$ cat src/rtl/loop_branch_pkg.sv
package loop_branch_pkg;
  typedef enum logic [1:0] {
    DEC_NONE  = 2'd0,
    DEC_LOOP  = 2'd1,
    DEC_DRAIN = 2'd2,
    DEC_EXIT  = 2'd3
  } br_dec_e;
endpackage

$ cat src/rtl/lbc_counters.sv
module lbc_counters
  import loop_branch_pkg::*;
#(
  parameter int LC_W = 8,
  parameter int EC_W = 4
) (
  input  logic            clk_i,
  input  logic            rst_ni,
  input  logic            load_i,
  input  logic [LC_W-1:0] loop_cnt_i,
  input  logic [EC_W-1:0] epi_cnt_i,
  input  logic            branch_i,
  output br_dec_e         dec_o
);
  localparam logic [LC_W-1:0] LC_ONE = LC_W'(1);
  localparam logic [EC_W-1:0] EC_ONE = EC_W'(1);

  logic [LC_W-1:0] lc_q;
  logic [EC_W-1:0] ec_q;
  logic            lc_zero, ec_zero, ec_last;

  assign lc_zero = (lc_q == '0);
  assign ec_zero = (ec_q == '0);
  assign ec_last = (ec_q == EC_ONE);

  always_comb begin
    dec_o = DEC_NONE;
    if (branch_i && !load_i) begin
      if (!lc_zero)     dec_o = DEC_LOOP;
      else if (ec_last) dec_o = DEC_EXIT;
      else if (!ec_zero) dec_o = DEC_DRAIN;
    end
  end

  always_ff @(posedge clk_i or negedge rst_ni) begin
    if (!rst_ni) begin
      lc_q <= '0;
      ec_q <= '0;
    end else if (load_i) begin
      lc_q <= loop_cnt_i;
      ec_q <= epi_cnt_i;
    end else begin
      unique case (dec_o)
        DEC_LOOP:             lc_q <= lc_q - LC_ONE;
        DEC_DRAIN, DEC_EXIT:  ec_q <= ec_q - EC_ONE;
        default: ;
      endcase
    end
  end

  // loop pass counts down the loop counter only
  p_loop_dec_r3: assert property (@(posedge clk_i) disable iff (!rst_ni)
    (branch_i && !load_i && !lc_zero) |=>
      (lc_q == LC_W'($past(lc_q) - LC_ONE)) && (ec_q == $past(ec_q)));

  // drain and exit passes count down the epilogue counter
  p_epi_dec_r4: assert property (@(posedge clk_i) disable iff (!rst_ni)
    (branch_i && !load_i && lc_zero && !ec_zero) |=>
      (ec_q == EC_W'($past(ec_q) - EC_ONE)) && lc_zero);

  // idle strobe freezes both counters
  p_idle_hold_r8: assert property (@(posedge clk_i) disable iff (!rst_ni)
    (!load_i && lc_zero && ec_zero) |=> (lc_zero && ec_zero));

  // load wins over a simultaneous strobe
  p_load_wins_r9: assert property (@(posedge clk_i) disable iff (!rst_ni)
    load_i |=> (lc_q == $past(loop_cnt_i)) && (ec_q == $past(epi_cnt_i)));
endmodule

$ cat src/rtl/lbc_pred_chain.sv
module lbc_pred_chain #(
  parameter int STAGES = 3
) (
  input  logic              clk_i,
  input  logic              rst_ni,
  input  logic              load_i,
  input  logic              rot_i,
  input  logic              first_i,
  output logic [STAGES-1:0] pred_o
);
  localparam logic [STAGES-1:0] PRED_START = STAGES'(1);

  logic [STAGES-1:0] pred_q;

  always_ff @(posedge clk_i or negedge rst_ni) begin
    if (!rst_ni)     pred_q[0] <= 1'b0;
    else if (load_i) pred_q[0] <= 1'b1;
    else if (rot_i)  pred_q[0] <= first_i;
  end

  for (genvar s = 1; s < STAGES; s++) begin : g_stage
    always_ff @(posedge clk_i or negedge rst_ni) begin
      if (!rst_ni)     pred_q[s] <= 1'b0;
      else if (load_i) pred_q[s] <= 1'b0;
      else if (rot_i)  pred_q[s] <= pred_q[s-1];
    end
  end

  assign pred_o = pred_q;

  // each rotation moves every predicate up one stage
  p_shift_r6: assert property (@(posedge clk_i) disable iff (!rst_ni)
    (rot_i && !load_i) |=> (pred_q[STAGES-1:1] == $past(pred_q[STAGES-2:0])));

  // load restarts the chain with only the first stage enabled
  p_load_r2: assert property (@(posedge clk_i) disable iff (!rst_ni)
    load_i |=> (pred_q == PRED_START));

  // no rotation, no load -> predicates hold
  p_hold_r8: assert property (@(posedge clk_i) disable iff (!rst_ni)
    (!rot_i && !load_i) |=> $stable(pred_q));
endmodule

$ cat src/rtl/loop_branch_ctrl.sv
module loop_branch_ctrl
  import loop_branch_pkg::*;
#(
  parameter int LC_W   = 8,
  parameter int EC_W   = 4,
  parameter int STAGES = 3
) (
  input  logic              clk_i,
  input  logic              rst_ni,
  input  logic              load_i,
  input  logic [LC_W-1:0]   loop_cnt_i,
  input  logic [EC_W-1:0]   epi_cnt_i,
  input  logic              branch_i,
  output logic              taken_o,
  output logic [STAGES-1:0] pred_o,
  output logic              rotate_o
);
  br_dec_e dec;
  logic    rot_d, take_d, first_d;

  lbc_counters #(.LC_W(LC_W), .EC_W(EC_W)) u_counters (
    .clk_i      (clk_i),
    .rst_ni     (rst_ni),
    .load_i     (load_i),
    .loop_cnt_i (loop_cnt_i),
    .epi_cnt_i  (epi_cnt_i),
    .branch_i   (branch_i),
    .dec_o      (dec)
  );

  assign rot_d   = (dec != DEC_NONE);
  assign take_d  = (dec == DEC_LOOP) || (dec == DEC_DRAIN);
  assign first_d = (dec == DEC_LOOP);

  lbc_pred_chain #(.STAGES(STAGES)) u_chain (
    .clk_i   (clk_i),
    .rst_ni  (rst_ni),
    .load_i  (load_i),
    .rot_i   (rot_d),
    .first_i (first_d),
    .pred_o  (pred_o)
  );

  always_ff @(posedge clk_i or negedge rst_ni) begin
    if (!rst_ni) begin
      taken_o  <= 1'b0;
      rotate_o <= 1'b0;
    end else begin
      taken_o  <= take_d;
      rotate_o <= rot_d;
    end
  end

  // taken implies rotate
  p_taken_rot_r11: assert property (@(posedge clk_i) disable iff (!rst_ni)
    taken_o |-> rotate_o);

  // no strobe, no pulse on the next cycle
  p_pulse_r7: assert property (@(posedge clk_i) disable iff (!rst_ni)
    !branch_i |=> !rotate_o);

  // a load swallows the strobe
  p_load_quiet_r9: assert property (@(posedge clk_i) disable iff (!rst_ni)
    load_i |=> !rotate_o && !taken_o);

  // fall-through rotates without taking
  p_exit_r5: assert property (@(posedge clk_i) disable iff (!rst_ni)
    (rotate_o && !taken_o) |-> (pred_o[0] == 1'b0));
endmodule

$ cat config.mk
export PLATFORM = sky130hd
export DESIGN_NAME = loop_branch_ctrl
export DESIGN_NICKNAME = d
export VERILOG_FILES = /design/src/rtl/loop_branch_pkg.sv /design/src/rtl/lbc_counters.sv /design/src/rtl/lbc_pred_chain.sv /design/src/rtl/loop_branch_ctrl.sv
export SDC_FILE = /design/constraint.sdc
export NUM_CORES = 1
export LEC_CHECK = 0
export ABC_AREA = 1
export BUFFER_PORTS_ARGS = -buffer_cell sky130_fd_sc_hd__buf_2
export CELL_PAD_IN_SITES_DETAIL_PLACEMENT = 0
export CELL_PAD_IN_SITES_GLOBAL_PLACEMENT = 2
export CORE_MARGIN = 2
export CORE_UTILIZATION = 29
export CTS_BUF_LIST = sky130_fd_sc_hd__clkbuf_2
export DETAILED_ROUTE_END_ITERATION = 7
export PLACE_DENSITY = 0.8
export SLEW_MARGIN = 20
export SYNTH_ARGS = -nofsm -noshare
export SYNTH_HDL_FRONTEND = slang
export SYNTH_SLANG_ARGS = --single-unit
$ cat constraint.sdc
create_clock -name clk_i -period 3.5 [get_ports clk_i]
set_input_delay 0.35 -clock clk_i [delete_from_list [all_inputs] [get_ports clk_i]]
set_output_delay 0.35 -clock clk_i [all_outputs]
set_load 0.02 [all_outputs]
==> metrics.md, run 1 <==
| Metric | Value |
|---|---|
| Top Ports | `21` |
| Tmin final | `1.88 ns` |
| Vias in the first global route | `between 900 and 1k` |
| First-pass GRT wire length | `about 4000 um` |
| Post-DP HPWL | `between 1500 and 2000 um` |
| Syn-to-layout area delta | `16.2%` |
| Setup TNS | `0 ns` |
| DRT Pass-1 Iters | `4` |
| Number of H-tree levels | `1` |
| Synth Instances | `~140` |
| Starting Density | `0.298` |
| Crit-path cells | `inv_1, ha_1, nand3_1, nor2_2, a21oi_2, ha_1, nor3_2, inv_2, o211ai_1, o21ai_1` |
| Sequential fraction of the synthesis area | `0.395` |
| WL met2 | `~1000 um` |
| Post-synthesis compound-gate area fraction | `0.117` |
| Final wirelength | `around 2300 um` |
| CTS tree | `done` |
| Worst path most repeated cell | `ha_1` |
| Synth warn | `0` |
| GRT Overall Usage | `0.125` |
| Worst-Skew Late Latency | `0.29 ns` |
| Status | `completed` |
| Synth Area in Simple Gates | `0.284` |
| Max_slew headroom | `0.731` |
| Adder-cell share of the synthesized area | `0.105` |
| Length of routed met3 wiring | `between 100 and 150 um` |
| Fin crit share | `0.538` |
| Via count | `between 900 and 1k` |
| Worst slew pin tran | `0.404 ns` |
| Fin. max-slew vios | `0` |
| CTS Buf Count | `3` |
| Die Area | `about 4200 um^2` |
| Worst setup EP type | `flip-flop` |
| Unrepaired setup endpoints after global routing | `false` |
| CP max stage delay | `about 0.42 ns` |
| # DRC | `0` |
| Nets | `about 190` |
| Syn Nets | `162` |
| Setup crit start kind | `flip-flop` |
| Die Ht | `64.9 um` |
| Worst path slowest cell | `dfrtp_1` |
| DR top layer | `met4` |
| Reg clk slew, reported paths | `0.16 ns` |
| Yosys cell types | `23` |
| Critical path type | `flip-flop to flip-flop` |
| F_max | `about 0.53 GHz` |
| Worst hold path class | `primary input to flip-flop` |
| Global placement routability congestion | `0.787` |
| VDD IR max | `between 150 and 200 uV` |
| XOR/XNOR Fraction of Synth Area | `0` |
| Mux share of post-synthesis cell area | `0` |
| Max-cap viol count | `0` |
| Largest family of logic cells by synthesized area | `simple AND/OR/NAND/NOR gates` |
| Async set-reset flop share out of synthesis | `1.00` |
| Die extent in x | `~65 um` |
| Avg Inst Size Synth | `7.85 um^2` |
| Pin count of the biggest net entering global routing | `18` |
| Met1 WL | `1140 um` |
| Post-synth EDFFs | `0` |
| Wire per inst | `11.2 um` |
| WHS | `approximately 0.26 ns` |
| Via-to-Cell Ratio | `between 4 and 5` |
| GR Overflow Total | `0` |
| Cell Area, Synth | `roughly 1100 um^2` |
| Clock Tree Buf Depth | `2` |
| CP arrival | `2.08 ns` |
| ANT cells | `0` |
| Post-synthesis register bit count | `17` |
| Root Driver | `clkbuf_2` |
| Cts repair resizes | `0` |
| Finish-stage setup viols | `0` |
| DR iter-0 viols | `37` |
| IO Port Bufs | `20` |
| Hold Fails Final Rpt | `0` |
| Ratio of cells with drive above 1 in the final layout | `0.256` |
| Leak Pwr | `approximately 0.65 nW` |
| P per Cell Area | `361 nW/um^2` |
| Rows | `22` |
| CP max FO | `6` |
| Top_reg_cell synth | `dfrtp_1` |
| Required @ worst endpoint | `3.70 ns` |
| Core Box Area | `3610 um^2` |
| Routed Antenna Nets | `0` |
| Clk_skew | `0.00282 ns` |
| Clk sinks | `17` |
| Initial antenna violation count | `0` |
[power breakdown]
part | leakage [nW] | internal (mW) | switching [mW] | total (mW)
registers | 0.209 | 0.218 | 0.0192 | 0.237
logic | 0.429 | 0.0454 | 0.0762 | 0.122
clock network | 0.0166 | 0.0303 | 0.0618 | 0.0921
total | 0.655 | 0.294 | 0.157 | 0.451
[stage by stage]
| stage | setup slack, ns | area, um^2 | power [mW] | cells | util |
|---|---|---|---|---|---|
| CTS | 1.57 | 1250 | 0.460 | 208 | 0.347 |
| global route | 1.42 | 1250 | 0.491 | 208 | 0.347 |
| finish | 1.62 | 1250 | 0.451 | 208 | 0.347 |
| global placement | 1.59 | 1220 | 0.364 | 203 | 0.338 |
| detailed placement | 1.54 | 1220 | 0.364 | 203 | 0.338 |
| floorplan | 1.78 | 1080 | 0.325 | 137 | - |
[what timing repair did]
action | CTS | global route
hold endpoints to repair | 17 | 0
setup buffers | 0 | 0
hold buffers | 1 | 0
[path summary, 6_finish.rpt]
check	startpoint	end	slack, ns	cells after the start
setup / recovery	u_counters.lc_q[0]	u_counters.ec_q[1]	1.62	10
hold / removal	loop_cnt_i[4]	u_counters.lc_q[4]	0.26	3
setup reg to reg	u_counters.lc_q[0]	u_counters.ec_q[1]	1.62	10
hold reg to reg	u_counters.lc_q[7]	u_counters.lc_q[7]	0.56	2
max in group asynchronous	rst_ni	u_counters.ec_q[0]	2.73	2
min in group asynchronous	rst_ni	u_counters.lc_q[2]	0.49	2
[cells in the mapped netlist, types with 2 or more instances]
cell      number  area [um^2]
nand2_2        3         18.8
nor2_2         2         12.5
inv_2          7         26.3
o21ai_1        6         30.0
o21ai_0        3         15.0
nand3_1       16         80.1
nand2_1       26         97.6
nor2_1        13         48.8
ha_1           9          113
o211ai_1       2         15.0
a22oi_1        5         37.5
dfrtp_1       17          425
inv_1         17         63.8
nand3_2        2         20.0
[final cells by class]
cell class / count / area (um^2)
Clock buffer: 4 / 20.0
Fill cell: 397 / 2360
Inverter: 24 / 90.1
Multi-Input combinational cell: 94 / 544
Sequential cell: 17 / 425
Tap cell: 48 / 60.1
Timing Repair Buffer: 21 / 110
[state kept, by name, indices dropped and copies added, names as in the netlist]
signal,cells
rotate_o,1
taken_o,1
u_chain.pred_o,3
u_counters.ec_q,4
u_counters.lc_q,8
[critical path: cells and delay by family (launching register included)]
kind | cells | cell delay, ns
adders and majority gates | 2 | 0.37
DFF | 1 | 0.42
AOI/OAI and AO/OA | 3 | 0.26
and+or+nand+nor | 3 | 0.49
buffers and inverters | 2 | 0.25
[layer usage]
metal	track usage	up-vias
met4	0.0399	0
met5	0	-
met1	0.166	418
li1	-	489
met3	0.0174	5
met2	0.209	20
[cells by family (layout without fill, tap and decap cells)]
logic type | after synthesis | count (layout)
AOI/OAI and AO/OA | 20 | 20
adders and majority gates | 9 | 9
buffers and inverters | 26 | 49
DFF | 17 | 17
and+or+nand+nor | 65 | 65
[cells in the final DEF (no fill, tap or decap), types with 2 or more instances in the layout]
| cell type | n |
|---|---|
| clkbuf_2 | 4 |
| nor2_2 | 2 |
| nand2_1 | 26 |
| nand2_2 | 3 |
| ha_1 | 9 |
| o211ai_1 | 2 |
| inv_2 | 7 |
| nand3_1 | 16 |
| nand3_2 | 2 |
| nor2_1 | 13 |
| o21ai_0 | 3 |
| buf_2 | 20 |
| inv_1 | 17 |
| dfrtp_1 | 17 |
| o21ai_1 | 6 |
| a22oi_1 | 5 |
Power figures use the tool's default switching activity.
==> run 2: changes to the inputs <==
==> constraint.sdc (replaced) <==
create_clock -name clk_i -period 1.9 [get_ports clk_i]
set_input_delay 0.19 -clock clk_i [delete_from_list [all_inputs] [get_ports clk_i]]
set_output_delay 0.19 -clock clk_i [all_outputs]
set_load 0.02 [all_outputs]
==> metrics.md, run 2 (synthesis results as in run 1) <==
| Metric | Value |
|---|---|
| Fin. max-slew vios | `0 (unchanged)` |
| Commonest cells after routing, fill and taps aside | `nand2_1, buf_2, dfrtp_1 (was nand2_1, buf_2, inv_1, dfrtp_1, nand3_1)` |
| Setup WS pre-CTS | `0.0601 ns (was 1.54 ns)` |
| Vias in the first global route | `959 (was 957)` |
| Wire per inst | `11.1 um (was 11.2 um)` |
| Top Ports | `21 (unchanged)` |
| CTS Buf Count | `3 (unchanged)` |
| Die Ht | `64.9 um (unchanged)` |
| CP startpoint | `u_counters.lc_q[0] (unchanged)` |
| Max_slew headroom | `0.730 (was 0.731)` |
| Hold Fails Final Rpt | `0 (unchanged)` |
| Routed Antenna Nets | `0 (unchanged)` |
| GR Layer Usage met2 | `0.209 (unchanged)` |
| Unrepaired setup endpoints after global routing | `false (unchanged)` |
| Number of flip-flops in the largest register | `8 (unchanged)` |
| Worst Setup Slack, final | `0.129 ns (was 1.62 ns)` |
| Peak-usage layer in the global routing report | `met2 (unchanged)` |
| CP arrival | `1.97 ns (was 2.08 ns)` |
| Final wirelength | `2380 um (was 2330 um)` |
| Starting Density | `0.298 (unchanged)` |
| Syn-to-layout area delta | `23.3% (was 16.2%)` |
| Launch point of the worst reg-to-reg path | `u_counters.lc_q[0] (unchanged)` |
| Number of H-tree levels | `1 (unchanged)` |
| VDD IR max | `210 uV (was 178 uV)` |
| Required @ worst endpoint | `2.10 ns (was 3.70 ns)` |
| Nets | `193 (was 186)` |
| Setup TNS | `0 ns (unchanged)` |
| IO Port Bufs | `20 (unchanged)` |
| GRT met3 Usage | `0.0174 (unchanged)` |
| GRT Overall Usage | `0.127 (was 0.125)` |
| Largest reg by FF count | `u_counters.lc_q (unchanged)` |
| Core Box Area | `3610 um^2 (unchanged)` |
| Status | `completed (unchanged)` |
| Clock Tree Buf Depth | `2 (unchanged)` |
| DRT Pass-1 Iters | `4 (unchanged)` |
| First-pass GRT wire length | `4170 um (was 4110 um)` |
| P per Cell Area | `642 nW/um^2 (was 361 nW/um^2)` |
| Fin crit share | `0.932 (was 0.538)` |
| Clk sinks | `17 (unchanged)` |
| DR iter-0 viols | `25 (was 37)` |
| Worst-Skew Late Latency | `0.29 ns (about the same)` |
| CTS tree | `done (unchanged)` |
| Initial antenna violation count | `0 (unchanged)` |
| Pin count of the biggest net entering global routing | `18 (unchanged)` |
| # DRC | `0 (unchanged)` |
| Max-cap viol count | `0 (unchanged)` |
| Worst setup EP type | `flip-flop (unchanged)` |
| Clk_skew | `0.00411 ns (was 0.00282 ns)` |
| Leak Pwr | `0.685 nW (was 0.655 nW)` |
| Commonest non-fill, non-tap cell in the layout | `nand2_1 (unchanged)` |
| Setup crit start kind | `flip-flop (unchanged)` |
| CP max FO | `6 (unchanged)` |
| Via-to-Cell Ratio | `4.51 (was 4.48)` |
| Die Area | `4210 um^2 (unchanged)` |
| Via count | `969 (was 932)` |
| F_max | `0.565 GHz (was 0.531 GHz)` |
| Tmin final | `1.77 ns (was 1.88 ns)` |
| Reg clk slew, reported paths | `0.16 ns (about the same)` |
| Critical path type | `flip-flop to flip-flop (unchanged)` |
| Post-DP HPWL | `1870 um (was 1800 um)` |
| Global placement routability congestion | `0.768 (was 0.787)` |
| ANT cells | `0 (unchanged)` |
| Ratio of cells with drive above 1 in the final layout | `0.329 (was 0.256)` |
| Die extent in x | `64.9 um (unchanged)` |
| GR Util met1 | `0.168 (was 0.166)` |
| GR Overflow Total | `0 (unchanged)` |
| Worst slew pin tran | `0.405 ns (was 0.404 ns)` |
| Rows | `22 (unchanged)` |
| Worst hold path class | `primary input to flip-flop (unchanged)` |
| Worst hold start | `loop_cnt_i[4] (unchanged)` |
| Finish-stage setup viols | `0 (unchanged)` |
| Fin util | `0.368 (was 0.347)` |
| Root Driver | `clkbuf_2 (unchanged)` |
==> run 2: cell types whose count changed in the layout (fill, tap and decap cells not counted), sizes merged <==
cell | previous run | this run
buf | 20 | 27
==> run 2: metrics by stage <==
step	cells	total power, mW	instance area, um^2	hold WS, ns
finish	215	0.852	1330	0.112
global route	215	0.927	1330	0.0998
CTS	214	0.862	1290	0.101
detailed placement	209	0.688	1260	0.145
global placement	209	0.687	1260	0.152
floorplan	137	0.599	1080	-0.106
==> run 2: final timing paths <==
kind                       slack, ns            endpoint  cells past startpoint
min                             0.11  u_counters.lc_q[4]                      3
max reg2reg                     0.13  u_counters.ec_q[1]                     11
min in group asynchronous       0.33  u_counters.lc_q[7]                      2
min reg2reg                     0.57   u_chain.pred_o[2]                      2
max in group asynchronous       1.29            rotate_o                      2
max                             0.13  u_counters.ec_q[1]                     11
==> run 2: timing repair <==
item | CTS | global route
hold buffers | 1 | 0
resized for setup | 0 | 9
buffers inserted | 0 | 1
setup endpoints to repair | 0 | 12
hold endpoints to repair | 17 | 0
==> run 2: critical path: stages (launching register included) <==
cell,delay (ns)
dfrtp_1,0.42
inv_2,0.05
ha_2,0.17
nand3_1,0.07
nor2_2,0.06
a21oi_2,0.21
inv_2,0.08
ha_4,0.17
nor3_4,0.20
inv_2,0.09
o211ai_1,0.09
o21ai_1,0.08
==> run 2: layer usage <==
metal	routed length (um)	vias to the layer above
met4	31	0
met5	0	-
met3	100	4
met1	1160	442
li1	-	504
met2	1100	19
==> run 2: area by class of cell <==
class	instances	area (um^2)
multi-input combinational	94	568
tap	48	60.1
fill	390	2280
clock buffer	4	20.0
inverter	24	90.1
sequential	17	425
timing repair buffer	28	163
==> run 2: power breakdown <==
part,switching [mW],internal [mW]
Clock,0.111,0.0558
Combinational,0.146,0.102
Sequential,0.0357,0.401
==> run 3: changes to the inputs <==
--- a/config.mk
+++ b/config.mk
@@ -10,10 +10,10 @@
 export CELL_PAD_IN_SITES_DETAIL_PLACEMENT = 0
 export CELL_PAD_IN_SITES_GLOBAL_PLACEMENT = 2
 export CORE_MARGIN = 2
-export CORE_UTILIZATION = 29
+export CORE_UTILIZATION = 32
 export CTS_BUF_LIST = sky130_fd_sc_hd__clkbuf_2
 export DETAILED_ROUTE_END_ITERATION = 7
-export PLACE_DENSITY = 0.8
+export PLACE_DENSITY = 0.86
 export SLEW_MARGIN = 20
 export SYNTH_ARGS = -nofsm -noshare
 export SYNTH_HDL_FRONTEND = slang
==> metrics.md, run 3 (synthesis results as in run 1) <==
| Metric | Value |
|---|---|
| Routed Antenna Nets | `0 (unchanged)` |
| CTS Buf Count | `3 (unchanged)` |
| Starting Density | `0.328 (was 0.298)` |
| Number of flip-flops in the largest register | `8 (unchanged)` |
| CP max FO | `6 (unchanged)` |
| Global placement routability congestion | `0.808 (was 0.768)` |
| Via count | `954 (was 969)` |
| Setup WS pre-CTS | `0.0756 ns (was 0.0601 ns)` |
| Required @ worst endpoint | `2.11 ns (was 2.10 ns)` |
| R2R Path End | `u_counters.ec_q[1] (unchanged)` |
| P per Cell Area | `654 nW/um^2 (was 642 nW/um^2)` |
| Post-DP HPWL | `1830 um (was 1870 um)` |
| Nets | `192 (was 193)` |
| Top Ports | `21 (unchanged)` |
| Max-cap viol count | `0 (unchanged)` |
| Hold Path Depth | `3 (unchanged)` |
| Final wirelength | `2360 um (was 2380 um)` |
| WHS | `0.0980 ns (was 0.112 ns)` |
| Pin count of the biggest net entering global routing | `18 (unchanged)` |
| Fin. max-slew vios | `0 (unchanged)` |
| Clk sinks | `17 (unchanged)` |
| Worst-Skew Late Latency | `0.30 ns (was 0.29 ns)` |
| Placed Cells | `205 (was 209)` |
| Commonest cells after routing, fill and taps aside | `nand2_1, buf_2, dfrtp_1 (unchanged)` |
| DRT Pass-1 Iters | `4 (unchanged)` |
| Critical path type | `flip-flop to flip-flop (unchanged)` |
| Worst setup EP type | `flip-flop (unchanged)` |
| Die extent in x | `62.0 um (was 64.9 um)` |
| GRT Overall Usage | `0.141 (was 0.127)` |
| # DRC | `0 (unchanged)` |
| Die Area | `3840 um^2 (was 4210 um^2)` |
| R2R setup slack | `0.11 ns (was 0.13 ns)` |
| Wire per inst | `11.1 um (about the same)` |
| DR iter-0 viols | `21 (was 25)` |
| Root Driver | `clkbuf_2 (unchanged)` |
| Worst hold start | `loop_cnt_i[4] (unchanged)` |
| Finish-stage setup viols | `0 (unchanged)` |
| Ratio of cells with drive above 1 in the final layout | `0.307 (was 0.329)` |
| Worst slew pin tran | `0.408 ns (was 0.405 ns)` |
| Vias in the first global route | `904 (was 959)` |
| Fin crit share | `0.942 (was 0.932)` |
| Die Ht | `62.0 um (was 64.9 um)` |
| F_max | `0.558 GHz (was 0.565 GHz)` |
| Clk_skew | `0.00279 ns (was 0.00411 ns)` |
| Reg clk slew, reported paths | `0.17 ns (was 0.16 ns)` |
| Layout Cells excl Fill | `212 (was 215)` |
| Hold Fails Final Rpt | `0 (unchanged)` |
| CP arrival | `2.00 ns (was 1.97 ns)` |
| ANT cells | `0 (unchanged)` |
| Launch point of the worst reg-to-reg path | `u_counters.lc_q[0] (unchanged)` |
| Fin util | `0.399 (was 0.368)` |
| Commonest non-fill, non-tap cell in the layout | `nand2_1 (unchanged)` |
| Clock Tree Buf Depth | `2 (unchanged)` |
| Max_slew headroom | `0.728 (was 0.730)` |
| CTS tree | `done (unchanged)` |
| Cell Area, Placed | `1250 um^2 (was 1260 um^2)` |
| Worst Setup Slack, final | `0.109 ns (was 0.129 ns)` |
| Worst hold path class | `primary input to flip-flop (unchanged)` |
| Via-to-Cell Ratio | `4.50 (was 4.51)` |
| Setup crit start kind | `flip-flop (unchanged)` |
| IO Port Bufs | `20 (unchanged)` |
| Final Total Pwr | `0.857 mW (was 0.852 mW)` |
| Setup TNS | `0 ns (unchanged)` |
| Tmin final | `1.79 ns (was 1.77 ns)` |
| Finished Cell Area | `1310 um^2 (was 1330 um^2)` |
| Initial antenna violation count | `0 (unchanged)` |
| Core Box Area | `3280 um^2 (was 3610 um^2)` |
| Leak Pwr | `0.683 nW (was 0.685 nW)` |
| Number of H-tree levels | `1 (unchanged)` |
| Rows | `21 (was 22)` |
| First-pass GRT wire length | `3970 um (was 4170 um)` |
| GR Overflow Total | `0 (unchanged)` |
| Syn-to-layout area delta | `21.9% (was 23.3%)` |
| Reg2Reg Depth | `11 (unchanged)` |
| Largest reg by FF count | `u_counters.lc_q (unchanged)` |
| VDD IR max | `396 uV (was 210 uV)` |
| Status | `completed (unchanged)` |
| Worst hold endpoint | `u_counters.lc_q[4] (unchanged)` |
run 3: worst max path at each step:
| stage | start | endpoint | slack, ns | cells past startpoint |
|---|---|---|---|---|
| final | u_counters.lc_q[0] | u_counters.ec_q[1] | 0.11 | 11 |
| after global routing | u_counters.lc_q[0] | u_counters.lc_q[7] | -0.0007 | 11 |
| after CTS | u_counters.lc_q[1] | u_counters.ec_q[1] | 0.05 | 10 |
| after detailed placement | u_counters.lc_q[1] | u_counters.ec_q[1] | 0.08 | 10 |
| after global placement | u_counters.ec_q[1] | u_counters.ec_q[1] | 0.12 | 10 |
| after floorplan | u_counters.lc_q[0] | u_counters.ec_q[1] | 0.18 | 10 |
run 3: final cells by class:
class,instances,area [um^2]
Multi-Input combinational cell,94,563
Inverter,24,90.1
Tap cell,46,57.6
Timing Repair Buffer,27,155
Clock buffer,4,20.0
Sequential cell,17,425
Fill cell,357,1970
run 3: critical path, cell delays in order (launching register included):
cell      delay (ns)
dfrtp_1         0.39
inv_1           0.06
ha_1            0.19
nand3_1         0.10
nor2_2          0.06
a21oi_2         0.20
inv_2           0.08
ha_4            0.17
nor3_4          0.20
inv_2           0.09
o211ai_1        0.10
o21ai_1         0.08
run 3: power breakdown:
group          leakage [nW]  switching, mW  internal, mW
Clock                0.0166          0.120        0.0558
Combinational         0.457          0.144         0.101
Sequential            0.209         0.0355         0.401
run 3: routing by layer:
| metal | vias to the layer above | wire length (um) | track usage |
|---|---|---|---|
| met1 | 437 | 1100 | 0.181 |
| met2 | 12 | 1180 | 0.237 |
| li1 | 503 | - | - |
| met5 | - | 0 | 0 |
| met4 | 0 | 13 | 0.0274 |
| met3 | 2 | 72 | 0.0393 |
run 3: timing repair:
| item | 4_1_cts | 5_1_grt |
|---|---|---|
| setup buffers | 0 | 2 |
| endpoints found under the setup margin | 0 | 9 |
| hold buffers | 1 | 0 |
| endpoints found under the hold margin | 17 | 0 |
| gates resized for setup | 0 | 6 |
